[src/rtl/adc_ctrl_pkg.sv]
`timescale 1ns/1ps
package adc_ctrl_pkg;
   // Register offsets on the host bus.
   localparam int unsigned OFS_CTRL   = 0;
   localparam int unsigned OFS_START  = 1;
   localparam int unsigned OFS_RES_LO = 2;
   localparam int unsigned OFS_RES_HI = 3;
   localparam int unsigned OFS_STATUS = 4;

   // Status bit positions.
   localparam int unsigned STAT_BUSY = 0;
   localparam int unsigned STAT_UNI  = 1;

   typedef enum logic {
      SEQ_IDLE = 1'b0,
      SEQ_BUSY = 1'b1
   } seq_state_e;
endpackage

[src/rtl/adc_ctrl_sync.sv]
`timescale 1ns/1ps
module adc_ctrl_sync #(
   parameter int STAGES = 2
) (
   input  logic clk,
   input  logic rst_n,
   input  logic d,
   output logic q
);
   if (STAGES < 0 || STAGES > 8) begin : g_bad_stages
      $error("adc_ctrl_sync: STAGES must be 0..8");
   end

   if (STAGES == 0) begin : g_bypass
      assign q = d;
   end else begin : g_chain
      logic [STAGES-1:0] r;
      always_ff @(posedge clk or negedge rst_n) begin
         if (!rst_n) begin
            r <= '0;
         end else begin
            r[0] <= d;
            for (int i = 1; i < STAGES; i++) begin
               r[i] <= r[i-1];
            end
         end
      end
      assign q = r[STAGES-1];
   end
endmodule

[src/rtl/adc_ctrl_seq.sv]
`timescale 1ns/1ps
module adc_ctrl_seq
   import adc_ctrl_pkg::*;
#(
   parameter int RES_W = 12
) (
   input  logic             clk,
   input  logic             rst_n,
   input  logic             start_req,
   input  logic             conv_done,
   input  logic [RES_W-1:0] conv_data,
   output logic             busy,
   output logic             conv_start,
   output logic [RES_W-1:0] result
);
   seq_state_e state_q;

   always_ff @(posedge clk or negedge rst_n) begin
      if (!rst_n) begin
         state_q    <= SEQ_IDLE;
         conv_start <= 1'b0;
         result     <= '0;
      end else begin
         conv_start <= 1'b0;
         unique case (state_q)
            SEQ_IDLE: begin
               if (start_req) begin
                  state_q    <= SEQ_BUSY;
                  conv_start <= 1'b1;
               end
            end
            SEQ_BUSY: begin
               if (conv_done) begin
                  state_q <= SEQ_IDLE;
                  result  <= conv_data;
               end
            end
            default: state_q <= SEQ_IDLE;
         endcase
      end
   end

   assign busy = (state_q == SEQ_BUSY);
endmodule

[src/rtl/adc_ctrl_regs.sv]
`timescale 1ns/1ps
module adc_ctrl_regs
   import adc_ctrl_pkg::*;
#(
   parameter int DATA_W = 8,
   parameter int ADDR_W = 3,
   parameter int RES_W  = 12,
   parameter int CH_W   = 3
) (
   input  logic              clk,
   input  logic              rst_n,
   input  logic              wr_en,
   input  logic [ADDR_W-1:0] wr_addr,
   input  logic [DATA_W-1:0] wr_data,
   input  logic              rd_en,
   input  logic [ADDR_W-1:0] rd_addr,
   input  logic              busy,
   input  logic              uni,
   input  logic [RES_W-1:0]  result,
   output logic              start_req,
   output logic [CH_W-1:0]   chan,
   output logic [DATA_W-1:0] rd_data
);
   localparam int HI_W    = RES_W - DATA_W;
   localparam int SEL_BIT = CH_W;

   logic wr_ctrl;
   logic [DATA_W-1:0] hi_byte;
   logic [DATA_W-1:0] status;

   assign wr_ctrl   = wr_en && (wr_addr == ADDR_W'(OFS_CTRL));
   assign start_req = wr_en && (wr_addr == ADDR_W'(OFS_START));

   always_ff @(posedge clk or negedge rst_n) begin
      if (!rst_n) begin
         chan <= '0;
      end else if (wr_ctrl && !wr_data[SEL_BIT]) begin
         chan <= wr_data[CH_W-1:0];
      end
   end

   if (HI_W == DATA_W) begin : g_hi_full
      assign hi_byte = result[RES_W-1:DATA_W];
   end else begin : g_hi_pad
      assign hi_byte = {{(DATA_W-HI_W){1'b0}}, result[RES_W-1:DATA_W]};
   end

   always_comb begin
      status            = '0;
      status[STAT_BUSY] = busy;
      status[STAT_UNI]  = uni;
   end

   always_comb begin
      rd_data = '0;
      if (rd_en) begin
         if (rd_addr == ADDR_W'(OFS_RES_LO))      rd_data = result[DATA_W-1:0];
         else if (rd_addr == ADDR_W'(OFS_RES_HI)) rd_data = hi_byte;
         else if (rd_addr == ADDR_W'(OFS_STATUS)) rd_data = status;
         else                                     rd_data = '0;
      end
   end
endmodule

[src/rtl/adc_ctrl.sv]
`timescale 1ns/1ps
module adc_ctrl #(
   parameter int DATA_W      = 8,
   parameter int ADDR_W      = 3,
   parameter int RES_W       = 12,
   parameter int CH_W        = 3,
   parameter int SYNC_STAGES = 2
) (
   input  logic              clk,
   input  logic              rst_n,
   input  logic              wr_en,
   input  logic [ADDR_W-1:0] wr_addr,
   input  logic [DATA_W-1:0] wr_data,
   input  logic              rd_en,
   input  logic [ADDR_W-1:0] rd_addr,
   output logic [DATA_W-1:0] rd_data,
   input  logic              uni_strap,
   output logic [CH_W-1:0]   chan_sel,
   output logic              conv_start,
   input  logic              conv_done,
   input  logic [RES_W-1:0]  conv_data
);
   if (RES_W <= DATA_W || RES_W > 2*DATA_W) begin : g_bad_res
      $error("adc_ctrl: RES_W must lie in (DATA_W, 2*DATA_W]");
   end
   if (CH_W + 1 > DATA_W) begin : g_bad_ch
      $error("adc_ctrl: channel field plus select bit must fit in DATA_W");
   end
   if (ADDR_W < 3) begin : g_bad_addr
      $error("adc_ctrl: ADDR_W must be at least 3");
   end

   logic             busy;
   logic             uni;
   logic             start_req;
   logic [RES_W-1:0] result;

   adc_ctrl_sync #(.STAGES(SYNC_STAGES)) i_sync (
      .clk   (clk),
      .rst_n (rst_n),
      .d     (uni_strap),
      .q     (uni)
   );

   adc_ctrl_seq #(.RES_W(RES_W)) i_seq (
      .clk        (clk),
      .rst_n      (rst_n),
      .start_req  (start_req),
      .conv_done  (conv_done),
      .conv_data  (conv_data),
      .busy       (busy),
      .conv_start (conv_start),
      .result     (result)
   );

   adc_ctrl_regs #(
      .DATA_W (DATA_W),
      .ADDR_W (ADDR_W),
      .RES_W  (RES_W),
      .CH_W   (CH_W)
   ) i_regs (
      .clk       (clk),
      .rst_n     (rst_n),
      .wr_en     (wr_en),
      .wr_addr   (wr_addr),
      .wr_data   (wr_data),
      .rd_en     (rd_en),
      .rd_addr   (rd_addr),
      .busy      (busy),
      .uni       (uni),
      .result    (result),
      .start_req (start_req),
      .chan      (chan_sel),
      .rd_data   (rd_data)
   );
endmodule

[config.mk]
export PLATFORM = sky130hd
export DESIGN_NAME = adc_ctrl
export DESIGN_NICKNAME = d
export VERILOG_FILES = /design/src/rtl/adc_ctrl_pkg.sv /design/src/rtl/adc_ctrl_sync.sv /design/src/rtl/adc_ctrl_seq.sv /design/src/rtl/adc_ctrl_regs.sv /design/src/rtl/adc_ctrl.sv
export SDC_FILE = /design/constraint.sdc
export NUM_CORES = 1
export LEC_CHECK = 0
export ABC_CLOCK_PERIOD_IN_PS = 2100
export BUFFER_PORTS_ARGS = -buffer_cell sky130_fd_sc_hd__buf_4
export CORE_MARGIN = 2
export CORE_UTILIZATION = 46
export DETAILED_ROUTE_END_ITERATION = 6
export GPL_TIMING_DRIVEN = 1
export PLACE_DENSITY_LB_ADDON = 0.12
export SLEW_MARGIN = 5
export SYNTH_ARGS = -nofsm -noshare
export SYNTH_HDL_FRONTEND = slang
export SYNTH_SLANG_ARGS = --single-unit
[constraint.sdc]
create_clock -name clk -period 2.1 [get_ports clk]
set_input_delay 0.21 -clock clk [delete_from_list [all_inputs] [get_ports clk]]
set_output_delay 0.21 -clock clk [all_outputs]
set_load 0.005 [all_outputs]
Word-level counts from Yosys, hierarchy flattened
Cells that the tools add are included.

cells by class
  reductions and logical operators = 6
  equal/unequal tests = 4
  bitwise gates (word level) = 1
  multiplexer cells = 8

operators by type and width
  kind                                                                   number
  8-bit 2-to-1 mux                                                       3
  3-bit by 2-bit equality test with 1-bit output, second input constant  2
  3-bit by 1-bit equality test with 1-bit output, second input constant  1
  3-bit equality test, second input constant                             1
  1-bit logical AND                                                      3
  3-bit logical NOT                                                      1
  1-bit 2-to-1 mux                                                       3
  2-bit 2-to-1 mux                                                       1
  1-bit one-hot mux with 2 select lines                                  1
  2-bit AND reduction                                                    1
  1-bit logical NOT                                                      1
  1-bit inverter                                                         1

storage, ports and cells
  output and inout bits = 12
  flip-flop bits (word level) = 19

Longest topological paths before layout
  depth after elaboration = 5
  depth in mapped cells = 4
  depth with buffers taken out = 3

Cells and area by module
From an unflattened synthesis, not the netlist that was laid out.

unflattened totals
  cells, all modules = 66
  area, all modules = 878.3 µm²

by module, submodules not included
  module         area each (µm²)  sequential area each (µm²)  cells each  times used
  adc_ctrl_seq   561.8            350.3                       31          1
  adc_ctrl_regs  266.5            75.1                        33          1
  adc_ctrl_sync  50.0             50.0                        2           1

Worst setup path after synthesis
Ideal clock, no wire load.

  path type = input -> register
  start point = in wr_addr[1]
  end point = reg i_regs.chan[0]
  arrival time = 1.245 ns
  slack = 0.730 ns
  cell stages on the path = 3
  path buffers = 0
  library setup time = 0.125 ns
  path through = or3b_1 > or3_4 > mux2_4

between the ends
  longest elaborated chain between the ends = 3

RTL lines
  item                    line                 source
  start: declaration      adc_ctrl.sv:12       input logic [ADDR_W-1:0] wr_addr,
  3-bit logical NOT       adc_ctrl_regs.sv:31  assign wr_ctrl = wr_en && (wr_addr == ADDR_W'(OFS_CTRL));
  1-bit logical AND       adc_ctrl_regs.sv:31
  1-bit logical AND       adc_ctrl_regs.sv:37  end else if (wr_ctrl && !wr_data[SEL_BIT]) begin
  end signal: assignment  adc_ctrl_regs.sv:38  chan <= wr_data[CH_W-1:0];
  end: declaration        adc_ctrl_regs.sv:21  output logic [CH_W-1:0] chan,

Every way passes these cells.
A chain may end at the register's enable or synchronous reset.

Worst setup path in the final report
  start point = in rd_addr[0]
  end point = out rd_data[0]

between the ends
  longest elaborated chain between the ends = 5
  elaborated cells on any way between the ends = 7

RTL lines
  item                  line                 source
  start: declaration    adc_ctrl.sv:15       input logic [ADDR_W-1:0] rd_addr,
  3-bit equality test   adc_ctrl_regs.sv:59  else if (rd_addr == ADDR_W'(OFS_STATUS)) rd_data = status;
  2-bit 2-to-1 mux      adc_ctrl_regs.sv:59
  8-bit 2-to-1 mux      adc_ctrl_regs.sv:58  else if (rd_addr == ADDR_W'(OFS_RES_HI)) rd_data = hi_byte;
  8-bit 2-to-1 mux (*)  adc_ctrl_regs.sv:57  if (rd_addr == ADDR_W'(OFS_RES_LO)) rd_data = result[DATA_W-1:0];
  8-bit 2-to-1 mux (*)  adc_ctrl_regs.sv:56  if (rd_en) begin
  end: declaration      adc_ctrl.sv:16       output logic [DATA_W-1:0] rd_data,

Every way passes the cells marked *; elsewhere a longest branch is shown, timed or not.

==> reports/metrics.csv <==
metric;value;unit
PD cells;724;mW/mm^2
reg2reg setup slack;770;ps
worst hold path depth;2;
Worst Max-Slew Pin Slew;496;ps
CTS buffer count;3;
Slew HR;0.669;
vias in the first global route;554;
sequential cell area;475;um^2
maximum vdd drop;0.574;mV
worst r2r path cells;2;
DP Worst Slack;596;ps
overall routing resource usage;0.161;
crit path cell chain;buf_4 > or3b_2 > o21ai_0 > a21oi_1 > buf_4;
post-DP HPWL;1180;um
initial antenna violation count;0;
max cap viols;0;
Initial Util;0.489;
cell-internal power;0.000667;W
Most used DFF post-synth;dfrtp_1;
mux share of post-synthesis cell area;0.240;
post-synthesis simple-gate area fraction;0.126;
Remaining DRCs;0;
Fin. Hold Viols;0;
Yosys top cell by area;dfrtp_1;
Hold Startpoint;conv_data[10];
H-tree levels;1;
CTS root buf;clkbuf_4;
Area Overhead vs Synth;43.3;%
number of synthesized flops with an enable pin;0;
clock share of power;0.203;
I/O Buffers;39;
die area;0.00217;mm^2
chip width;46.6;um
post-DR vias/cell;4.78;
Hold WC Path Type;input pin to flip-flop;
Reg clk slew, reported paths;100;ps
Compound-Gate Fraction of Synth Area;0.0450;
die height;46.6;um
Clock Skews;2.61;ps
post-synthesis cell area;835;um^2
Hold EP;i_seq.result[10];
top cells by count, synth;dfrtp_1, mux2_2, and2_1, o21ai_0;
RR Startpoint;i_seq.busy;
cts repair resizes;0;
Lkg Pwr;0.603;nW
most common cell in the synthesized netlist;dfrtp_1;
final worst-path cycle share;0.648;
Multi-input gate area;343;um^2
ranking of synthesized cells by area;dfrtp_1, mux2_2, mux2_4;
Synth Instances;64;
fmax;735;MHz
sequential share of the synthesized area;0.570;
required time of the critical path;1890;ps
Setup CP Type;input pin to output port;
Worst Setup Slack, final;740;ps
global routing met3 resource utilization;0.0549;
Comb pwr share;0.229;
syn nets;96;
DR WL/cell;11.4;um
Critical Path Start Type;input pin;
via count;631;
Max Slew Vio Count;0;
Synth Area in Adders;0;
nets;140;
min Tclk post-route;1360;ps
CORE AREA;0.00171;mm^2
gp weighted congestion;0.647;
global-route wire length before repair;2300;um
share of power burned in registers;0.568;
Netlist cell types;19;
Final ANT Viol Nets;0;
hold_ws;145;ps
post-synthesis register bit count;19;
Synth async-reset ratio;1.00;
most frequent CP cell;buf_4;
Switch Pwr;0.000200;W
Worst Path Buf+Inv;2;
Crit-path slowest cell;or3b_2;
filler cell count;140;
worst-path maximum fanout;6;
clock tree from TritonCTS;built;
worst skew pair latency;290;ps
Critical Path Start;rd_addr[0];
largest net degree at the start of global routing;20;
slowest stage delay, CP;450;ps
top cell type's share of synthesized area;0.570;
Yosys warnings;0;
status;finished clean;
delay-heaviest family, CP;simple AND/OR/NAND/NOR gates;
Rows;15;
RSZ-0062 raised after global routing;no;
Boundary Pins;44;
maximum clock insertion buffer count;2;
setup_tns;0;ps
antenna cell count;0;
clk sinks;19;
Post-Synth XOR/XNOR Area;0;
share of cells above drive strength 1;0.551;
GRT overflow;0;
switching share of total power;0.230;
Initial DRT Pass Iterations;4;
main combinational cell family by area after synthesis;multiplexers;
final wirelength;1500;um
GR peak layer;met2;
syn avg cell area;13.0;um^2
crit path DAT;1150;ps
met1 Usage GRT;0.208;
Initial DRC Count;3;
final setup vio count;0;
met2 usage;0.236;
Setup crit end kind;output port;
capture point of the worst reg-to-reg path;i_seq.result[8];
## layout make-up
| type | instances | share of cell area |
|---|---|---|
| Timing Repair Buffer | 41 | 0.262 |
| Tap cell | 25 | 0.0262 |
| Sequential cell | 19 | 0.397 |
| Clock buffer | 4 | 0.0220 |
| Multi-Input combinational cell | 41 | 0.287 |
| Inverter | 2 | 0.00628 |
## logic make-up (layout without fill, tap and decap cells)
kind of cell    count (synthesis)  in the layout
compound gates                  7              7
simple gates                   17             17
buf+inv                         4             47
mux                            17             17
flops                          19             19
## repair_timing
action,4_1_cts,5_1_grt
buffers inserted,0,0
endpoints found under the setup margin,0,0
hold buffers,1,1
hold endpoints to repair,19,1
## worst max path at each step
| stage | to | slack [ps] | cells past startpoint |
|---|---|---|---|
| floorplan | i_regs.chan[0] | 730 | 3 |
| global placement | i_regs.chan[1] | 600 | 4 |
| detailed placement | i_regs.chan[2] | 600 | 4 |
| CTS | rd_data[0] | 740 | 5 |
| global route | rd_data[1] | 660 | 5 |
| finish | rd_data[0] | 740 | 5 |
## through the flow
step / area [um^2] / util / cells / power, W
2_1_floorplan: 835 / - / 64 / 0.000600
3_3_place_gp: 1150 / 0.673 / 126 / 0.000689
3_5_place_dp: 1150 / 0.673 / 126 / 0.000700
4_1_cts: 1190 / 0.695 / 131 / 0.000876
5_1_grt: 1200 / 0.700 / 132 / 0.000920
6_report: 1200 / 0.700 / 132 / 0.000866
## power by group through the flow
| stage | logic (W) | clock network [W] | registers (W) |
|---|---|---|---|
| floorplan | 0.000110 | 0 | 0.000490 |
| global placement | 0.000193 | 0 | 0.000496 |
| detailed placement | 0.000200 | 0 | 0.000500 |
| CTS | 0.000200 | 0.000182 | 0.000494 |
| global route | 0.000217 | 0.000202 | 0.000502 |
| finish | 0.000198 | 0.000176 | 0.000492 |
## cells in the final DEF (no fill, tap or decap)
master         instances
a21o_1                 1
a21oi_1                2
and2_1                 4
buf_4                 39
clkbuf_1               1
clkbuf_4               3
dfrtp_1               19
dlygate4sd3_1          2
inv_1                  2
mux2_2                12
mux2_4                 3
mux2i_1                2
nand2_1                3
nand3b_1               1
nor2_1                 3
nor2b_1                1
nor3b_1                2
o21ai_0                4
or3_4                  1
or3b_1                 1
or3b_2                 1
## worst reg2reg max path, cell delays in order (launching register included)
cell,delay (ps)
dfrtp_1,430
nand2_1,400
mux2_2,400
## state kept, by name (all words and copies together) (netlist names)
register and flops:
i_regs.chan 3, i_seq.busy 1, i_seq.conv_start 1, i_seq.result 12, i_sync.g_chain.r 2
## routing by layer
metal,vias to the layer above,wire [um]
met1,301,646
li1,304,-
met5,-,0
met2,24,735
met4,0,10
met3,2,107
Power figures use the tool's default switching activity.
